File: config.mk
export PLATFORM = sky130hd
export DESIGN_NAME = lcdt_timing
export DESIGN_NICKNAME = d
export VERILOG_FILES = /design/src/rtl/lcdt_pkg.sv /design/src/rtl/lcdt_clkdiv.sv /design/src/rtl/lcdt_axis.sv /design/src/rtl/lcdt_timing.sv
export SDC_FILE = /design/constraint.sdc
export NUM_CORES = 1
export LEC_CHECK = 0
export ABC_AREA = 1
export BUFFER_PORTS_ARGS = -buffer_cell sky130_fd_sc_hd__buf_2
export CAP_MARGIN = 10
export CORE_ASPECT_RATIO = 0.75
export CORE_MARGIN = 5
export CORE_UTILIZATION = 55
export DETAILED_ROUTE_END_ITERATION = 7
export GPL_ROUTABILITY_DRIVEN = 0
export HOLD_SLACK_MARGIN = 0.05
export PLACE_DENSITY = 0.81
export REMOVE_ABC_BUFFERS = 1
export SYNTH_ARGS = -nofsm -noshare
export SYNTH_HDL_FRONTEND = slang
export SYNTH_SLANG_ARGS = --single-unit
File: constraint.sdc
create_clock -name clk -period 3.4 [get_ports clk]
set_input_delay 0.34 -clock clk [delete_from_list [all_inputs] [get_ports clk]]
set_output_delay 0.34 -clock clk [all_outputs]
set_load 0.05 [all_outputs]
File: src/rtl/lcdt_pkg.sv
package lcdt_pkg;
  localparam int CNT_W = 12;
  localparam int DIV_W = 8;
  localparam int HPOL_BIT = 20;
  localparam int VPOL_BIT = 21;

  typedef struct packed {
    logic [CNT_W-1:0] sync_end;
    logic [CNT_W-1:0] act_start;
    logic [CNT_W-1:0] act_end;
    logic [CNT_W-1:0] total;
  } axis_lim_t;

  // horizontal: every field stored minus one
  function automatic axis_lim_t decode_h(input logic [31:0] r);
    axis_lim_t d;
    logic [CNT_W-1:0] s, b, a, f;
    s = CNT_W'(r[15:10]) + CNT_W'(1);
    b = CNT_W'(r[31:24]) + CNT_W'(1);
    a = CNT_W'(r[9:0]) + CNT_W'(1);
    f = CNT_W'(r[23:16]) + CNT_W'(1);
    d.sync_end  = s;
    d.act_start = s + b;
    d.act_end   = s + b + a;
    d.total     = s + b + a + f;
    return d;
  endfunction

  // vertical: porches are literal counts
  function automatic axis_lim_t decode_v(input logic [31:0] r);
    axis_lim_t d;
    logic [CNT_W-1:0] s, b, a, f;
    s = CNT_W'(r[15:10]) + CNT_W'(1);
    b = CNT_W'(r[31:24]);
    a = CNT_W'(r[9:0]) + CNT_W'(1);
    f = CNT_W'(r[23:16]);
    d.sync_end  = s;
    d.act_start = s + b;
    d.act_end   = s + b + a;
    d.total     = s + b + a + f;
    return d;
  endfunction
endpackage

File: src/rtl/lcdt_clkdiv.sv
module lcdt_clkdiv #(
  parameter int DW = 8
) (
  input  logic          clk,
  input  logic          rst,
  input  logic          run,
  input  logic [DW-1:0] div,
  output logic          tick
);
  logic [DW-1:0] cnt;

  assign tick = run && (cnt == div - DW'(1));

  always_ff @(posedge clk) begin
    if (rst || !run) cnt <= '0;
    else if (tick)   cnt <= '0;
    else             cnt <= cnt + DW'(1);
  end
endmodule

File: src/rtl/lcdt_axis.sv
module lcdt_axis
  import lcdt_pkg::*;
(
  input  logic      clk,
  input  logic      rst,
  input  logic      restart,
  input  logic      step,
  input  axis_lim_t lim,
  output logic      in_sync,
  output logic      in_act,
  output logic      at_first,
  output logic      wrap
);
  logic [CNT_W-1:0] cnt;

  assign wrap     = (cnt == lim.total - CNT_W'(1));
  assign in_sync  = (cnt < lim.sync_end);
  assign in_act   = (cnt >= lim.act_start) && (cnt < lim.act_end);
  assign at_first = (cnt == lim.act_start);

  always_ff @(posedge clk) begin
    if (rst || restart) cnt <= '0;
    else if (step)      cnt <= wrap ? '0 : cnt + CNT_W'(1);
  end
endmodule

File: src/rtl/lcdt_timing.sv
module lcdt_timing
  import lcdt_pkg::*;
(
  input  logic        clk,
  input  logic        rst,
  input  logic        en,
  input  logic [31:0] htim,
  input  logic [31:0] vtim,
  input  logic [31:0] ctim,
  input  logic        panel_active,
  input  logic        fifo_underflow,
  output logic        pix_ce,
  output logic        hsync,
  output logic        vsync,
  output logic        de,
  output logic        frame_done,
  output logic        underflow_err,
  output logic        sync_lost
);
  localparam logic [DIV_W-1:0] MIN_ACTIVE  = DIV_W'(2);
  localparam logic [DIV_W-1:0] MIN_PASSIVE = DIV_W'(3);

  logic             running;
  axis_lim_t        lim_h, lim_v;
  logic [DIV_W-1:0] div_q, div_min, div_eff;
  logic             pol_h, pol_v;
  logic             first_q;
  logic             tick, start, frame_last;
  logic             h_sync, h_act, h_first, h_wrap;
  logic             v_sync, v_act, v_first, v_wrap;

  assign div_min    = panel_active ? MIN_ACTIVE : MIN_PASSIVE;
  assign div_eff    = (ctim[DIV_W-1:0] < div_min) ? div_min : ctim[DIV_W-1:0];
  assign start      = !running && en;
  assign frame_last = tick && h_wrap && v_wrap;

  lcdt_clkdiv #(.DW(DIV_W)) u_div (
    .clk(clk), .rst(rst), .run(running), .div(div_q), .tick(tick)
  );

  lcdt_axis u_hax (
    .clk(clk), .rst(rst), .restart(start), .step(tick), .lim(lim_h),
    .in_sync(h_sync), .in_act(h_act), .at_first(h_first), .wrap(h_wrap)
  );

  lcdt_axis u_vax (
    .clk(clk), .rst(rst), .restart(start), .step(tick && h_wrap), .lim(lim_v),
    .in_sync(v_sync), .in_act(v_act), .at_first(v_first), .wrap(v_wrap)
  );

  // frame sequencing, latched settings and registered raster outputs
  always_ff @(posedge clk) begin
    if (rst) begin
      running <= 1'b0;
      lim_h   <= '0;
      lim_v   <= '0;
      div_q   <= MIN_ACTIVE;
      pol_h   <= 1'b0;
      pol_v   <= 1'b0;
      pix_ce  <= 1'b0;
      hsync   <= 1'b0;
      vsync   <= 1'b0;
      de      <= 1'b0;
      first_q <= 1'b0;
    end else if (!running) begin
      pix_ce  <= 1'b0;
      de      <= 1'b0;
      first_q <= 1'b0;
      hsync   <= ctim[HPOL_BIT];
      vsync   <= ctim[VPOL_BIT];
      if (en) begin
        running <= 1'b1;
        lim_h   <= decode_h(htim);
        lim_v   <= decode_v(vtim);
        div_q   <= div_eff;
        pol_h   <= ctim[HPOL_BIT];
        pol_v   <= ctim[VPOL_BIT];
      end
    end else if (tick) begin
      pix_ce  <= 1'b1;
      hsync   <= pol_h ^ h_sync;
      vsync   <= pol_v ^ v_sync;
      de      <= h_act && v_act;
      first_q <= h_first && v_first;
      if (frame_last) begin
        if (en) begin
          lim_h <= decode_h(htim);
          lim_v <= decode_v(vtim);
          div_q <= div_eff;
          pol_h <= ctim[HPOL_BIT];
          pol_v <= ctim[VPOL_BIT];
        end else begin
          running <= 1'b0;
        end
      end
    end else begin
      pix_ce <= 1'b0;
    end
  end

  // status flags
  always_ff @(posedge clk) begin
    if (rst) begin
      frame_done    <= 1'b0;
      underflow_err <= 1'b0;
      sync_lost     <= 1'b0;
    end else begin
      if (en)                          frame_done <= 1'b0;
      else if (running && frame_last)  frame_done <= 1'b1;

      if (!en) begin
        underflow_err <= 1'b0;
        sync_lost     <= 1'b0;
      end else if (fifo_underflow && de) begin
        underflow_err <= 1'b1;
        if (first_q) sync_lost <= 1'b1;
      end
    end
  end
endmodule

Word level (Yosys, flattened, before mapping):

Cells that the tools add are included.
Widths: inputs -> output; s select.

* flip-flop bits (word level): 147
* output and inout bits: 7

* $add $sub $neg: 18
* $lt $le $gt $ge: 7
* equality and inequality tests: 7
* mux-type cells: 33
* bitwise operators: 4
* reduce and logical (&&, ||, !) cells: 19

Operators with widths (number)
* $mux 48: 8
* $eq 12x12->1: 4
* $lt 12x12->1: 4
* $mux 8: 5
* $add 12x1->12 const B: 2
* $ge 12x12->1: 2
* $mux 12: 2
* $sub 12x1->12 const B: 2
* $add 10x1->11 const B: 2
* $add 8x1->9 const B: 2
* $mux 1: 18
* $add 6x1->7 const B: 2
* $add 10x11->12: 1
* $add 12x8->12: 1
* $add 12x9->12: 1
* $add 9x11->12: 1
* $add 7x9->10: 1
* $logic_and 1x1->1: 10
* $add 7x8->9: 1
* $add 8x1->8 const B: 1
* $eq 8x8->1: 1
* $lt 8x2->1: 1
* $reduce_or 2->1: 4
* $sub 8x1->8 const B: 1
* other kinds (6): 11

Depth between registers and ports, before layout:

* depth after elaboration: 8
* gate-level depth with buffers: 29
* gate-level depth less buffers: 29

Hierarchy:

A second synthesis with hierarchy kept.

* cells, all modules: 1536
* area, all modules: 10562.6 µm²

Modules (own cells, without submodules)
* lcdt_timing: times used 1, cells an instance 824, area an instance 5935.7 µm², sequential area each 1941.9 µm²
* lcdt_axis: times used 2, cells an instance 310, area an instance 2009.4 µm², sequential area each 240.2 µm²
* lcdt_clkdiv: times used 1, cells an instance 92, area an instance 608.1 µm², sequential area each 160.2 µm²

Worst setup path after synthesis:

Ideal clock, no wire load.

* path type: input-to-reg
* from: in htim[10]
* to: reg lim_h[9] in the netlist's numbering
* data arrival time: 3.614 ns
* required time: 3.289 ns
* slack: -0.326 ns
* cell stages on the path: 25
* cells stage by stage: ha_1 > xor2_1 > ha_1 > nand3_1 > nand2_1 > a21oi_1 > o21bai_1 > xor2_1 > inv_1 > ha_1 > nand2_1 > inv_1 > a21oi_1 > xor2_1 > ha_1 > nand2_1 > a21oi_1 > a211oi_1 > nand2_1 > a21oi_1 > o21ai_0 > nand2_1 > nand3_1 > nand2_1 > nor2_1

* cells in the longest elaborated chain, start to end: 8

Ends and longest elaborated chain
* start: declaration: line lcdt_timing.sv:7 `input logic [31:0] htim,`
* $add 6x1->7 *: line lcdt_pkg.sv:18 `s = CNT_W'(r[15:10]) + CNT_W'(1);`
* $add 7x9->10 *: line lcdt_pkg.sv:25 `d.total = s + b + a + f;`
* $add 10x11->12 *: line lcdt_pkg.sv:25
* $add 12x9->12 *: line lcdt_pkg.sv:25
* $mux 48 *: line lcdt_timing.sv:71, lcdt_timing.sv:86
* $mux 48: line lcdt_timing.sv:85 `if (frame_last) begin`
* $mux 48: line lcdt_timing.sv:79 `end else if (tick) begin`
* $mux 48 *: line lcdt_timing.sv:65 `end else if (!running) begin`
* end signal: assignment: line lcdt_timing.sv:73 `lim_h <= decode_h(htim);`
* end signal: assignment: line lcdt_timing.sv:87 `lim_h <= decode_h(htim);`
* end: declaration: line lcdt_timing.sv:24 `axis_lim_t lim_h, lim_v;`

Every way passes the cells marked *; elsewhere a longest branch is shown, timed or not. The select of a mux whose other input is x is not followed.
A chain may end at the register's enable or synchronous reset.

Final worst setup path:

* from: in vtim[10]
* to: reg lim_v[9] in the netlist's numbering

* cells in the longest elaborated chain, start to end: 8

Ends and longest elaborated chain
* start: declaration: line lcdt_timing.sv:8 `input logic [31:0] vtim,`
* $add 6x1->7 *: line lcdt_pkg.sv:33 `s = CNT_W'(r[15:10]) + CNT_W'(1);`
* $add 7x8->9 *: line lcdt_pkg.sv:40 `d.total = s + b + a + f;`
* $add 9x11->12 *: line lcdt_pkg.sv:40
* $add 12x8->12 *: line lcdt_pkg.sv:40
* $mux 48 *: line lcdt_timing.sv:71, lcdt_timing.sv:86
* $mux 48: line lcdt_timing.sv:85
* $mux 48: line lcdt_timing.sv:79
* $mux 48 *: line lcdt_timing.sv:65
* end signal: assignment: line lcdt_timing.sv:74 `lim_v <= decode_v(vtim);`
* end signal: assignment: line lcdt_timing.sv:88 `lim_v <= decode_v(vtim);`
* end: declaration: line lcdt_timing.sv:24

Marked as above.

==> run metrics <==
CTS tree=done; Worst Setup Slack, final=-0.517 ns; Routed Wire Length=35.6 mm; crit start category=input port; synthesized instance count=1627; clock latency on the worst-skew pair=0.43 ns; Arr. time, crit path=4.28 ns; Final period util=1.15; total CTS buffers=17; crit path max fanout=3; CTS root buffer=clkbuf_16; Layout fillers=1290; dpl cells=2038; Hold Vio Cnt, Final=0; IO buf count=85; min-delay worst type=input port to flip-flop; Mapped Area=10700 um2; post-DP HPWL=21.5 mm; Vias/cell=5.64; Die H=131 um; area grow syn2layout=32.2%; die area=22300 um2; vias in the first global route=10700; Core Region=19200 um2; failing checks=negative setup slack; fraction of layout cells with a size suffix above 1=0.244; diode count=0; mean post-synth cell area=6.56 um2; Seq/Total Area, Yosys=0.242; Netlist cell types=45; skew final=0.0172 ns; Min Hold Slack=0.183 ns; fin cells=2103; routed len/inst=16.9 um; Max Slew Vio Count=0; io pins=108; initial drt markers=1138; Reg clk slew, reported paths=0.06 ns; row cnt=44; H-tree levels=4; max frequency=0.255 GHz; Yosys reg bits=129; endpoint class of the critical path=flip-flop; GRT Residual Overflow=0; most common cell after layout, fill and taps aside=nand2_1; global-route wire length before repair=49.9 mm; Synth Warn #=0; DRT antenna net count=0; Final Critical Period=3.92 ns; FF-to-FF path depth=16; via count=11900; kind of critical path=input port to flip-flop; Nets=2054; Power Density=569 nW/um2; Total Routing Usage GR=0.273; pre-CTS setup slack=-0.865 ns; status=finished, violations left; initial antenna violation count=0; DRC viols=0; Worst Hold Depth=2; most frequent cells in the layout=nand2_1, nor2_1, inv_1; Setup Viol. Count Final=15; max capacitance violation total=0; # clock sinks=129; Initial Utilization=0.555; RSZ-0062 raised after global routing=true; Lkg Pwr=6.74 nW; hold buffers post-CTS=0; largest net degree at the start of global routing=90; Pre-antenna DRT Iters=6; Slew @ Worst Pin=1.02 ns; Die X=171 um; required time of the critical path=3.77 ns; Worst VDD drop=0.000385 V; Max-slew headroom=0.323; Longest Clk Path Bufs=2
sequential cells by signal, summed over array words and instances, names as in the netlist:
register / cells
pol_h: 1
u_div.cnt: 8
running: 1
sync_lost: 1
u_hax.cnt: 12
frame_done: 1
div_q: 8
underflow_err: 1
lim_h: 39
lim_v: 39
hsync: 1
u_vax.cnt: 12
de: 1
first_q: 1
vsync: 1
pix_ce: 1
pol_v: 1
cells by family after synthesis:
| logic type | synth area share |
|---|---|
| AO/OA/AOI/OAI | 0.0826 |
| flip-flops | 0.242 |
| XOR/XNOR | 0.0770 |
| AND/OR/NAND/NOR | 0.356 |
| adder cells (fa/ha/maj) | 0.139 |
| buffers and inverters | 0.103 |
per-stage QoR:
stage | power (mW) | setup TNS (ns) | util | area, um2
after floorplan | 3.75 | -3.39 | - | 10400
after global placement | 4.85 | -9.49 | 0.628 | 12100
after detailed placement | 4.94 | -11.56 | 0.628 | 12100
after CTS | 7.16 | -0.410 | 0.690 | 13300
after global routing | 8.43 | -5.87 | 0.734 | 14100
final | 8.03 | -3.94 | 0.734 | 14100
cell type report:
class                   count  area (um2)  share of cell area
inverters                 217         822              0.0583
clock inverters            12         136             0.00967
well taps                 253         317              0.0224
clock buffers              19         453              0.0321
multi-input cells        1235        8100               0.574
flip-flops and latches    129        2580               0.183
repair buffers            238        1700               0.120
layer usage:
metal  vias up  GRT usage  routed length [um]
met4         0     0.0852                1590
met3       160     0.0626                3420
li1       5613          -                   -
met5         -          0                   0
met2       656      0.443               16500
met1      5442      0.367               14100
timing repair:
item                                   CTS  global route
pin swaps                               59           102
buffers inserted                        23            13
endpoints found under the hold margin    0             0
setup endpoints to repair               14            18
cloned                                   0             0
resized for setup                       87           142
synthesized netlist by cell type:
master | count | area share
o211ai_1 | 8 | 0.0056
inv_2 | 6 | 0.0021
buf_4 | 8 | 0.0056
fa_1 | 6 | 0.011
dfxtp_1 | 129 | 0.24
a211oi_1 | 5 | 0.0035
o21ai_0 | 34 | 0.016
clkdlybuf4s50_2 | 1 | 0.0011
buf_1 | 13 | 0.0046
or2_2 | 5 | 0.0029
nand2_2 | 2 | 0.0012
clkbuf_1 | 8 | 0.0028
nor2_1 | 279 | 0.098
nand4_1 | 20 | 0.012
o21bai_1 | 6 | 0.0042
nand2_4 | 2 | 0.0021
and2_1 | 1 | 0.00059
clkinv_1 | 1 | 0.00035
and3_1 | 2 | 0.0012
ha_1 | 109 | 0.13
nand3_1 | 115 | 0.054
inv_1 | 210 | 0.074
xnor2_1 | 25 | 0.021
buf_6 | 9 | 0.0095
nand3_2 | 2 | 0.0019
buf_2 | 6 | 0.0028
nor3_1 | 23 | 0.011
clkbuf_2 | 1 | 0.00047
xor2_1 | 67 | 0.055
a31oi_1 | 5 | 0.0029
a21oi_4 | 1 | 0.0015
nor3b_1 | 7 | 0.0049
a21boi_0 | 5 | 0.0035
nor4_1 | 3 | 0.0018
nand3b_1 | 46 | 0.032
nand2_1 | 349 | 0.12
xor2_2 | 1 | 0.0015
nor2_4 | 2 | 0.0021
a21o_1 | 2 | 0.0014
nand4_2 | 1 | 0.0012
o311ai_0 | 2 | 0.0016
nor2_2 | 11 | 0.0065
a2111oi_0 | 1 | 0.00082
o22ai_1 | 1 | 0.00059
a21oi_1 | 87 | 0.041
power breakdown:
| group | internal (mW) | switching (mW) | leakage (nW) |
|---|---|---|---|
| registers | 1.64 | 0.124 | 1.06 |
| clock network | 1.11 | 0.720 | 0.281 |
| logic | 2.04 | 2.38 | 5.40 |
| total | 4.80 | 3.23 | 6.74 |
final timing paths:
check | from | slack [ns] | endpoint
setup / recovery | vtim[10] | -0.52 | lim_v[9]$_SDFFE_PP0P_
hold / removal | rst | 0.18 | lim_h[11]$_SDFFE_PP0P_
setup reg to reg | div_q[0]$_SDFFE_PP0P_ | 0.41 | lim_v[28]$_SDFFE_PP0P_
hold reg to reg | div_q[1]$_SDFFE_PP1P_ | 0.46 | div_q[1]$_SDFFE_PP1P_
critical path, stage by stage:
cell	delay [ns]
buf_8	0.08
buf_4	0.11
nand3_4	0.07
nand3b_1	0.22
xor2_1	0.33
inv_2	0.12
ha_1	0.33
inv_1	0.14
o21ai_4	0.19
xor2_2	0.21
inv_2	0.08
ha_4	0.29
inv_4	0.04
buf_4	0.13
xor2_1	0.16
ha_1	0.33
nand2_1	0.10
a21oi_1	0.05
a211oi_1	0.21
nand2_1	0.16
a21oi_2	0.17
nor2_1	0.06
nand2_1	0.05
nand2_1	0.05
nand3_1	0.07
nand2_1	0.06
nor2_1	0.11
No activity file was read; power rests on OpenSTA's default activity.
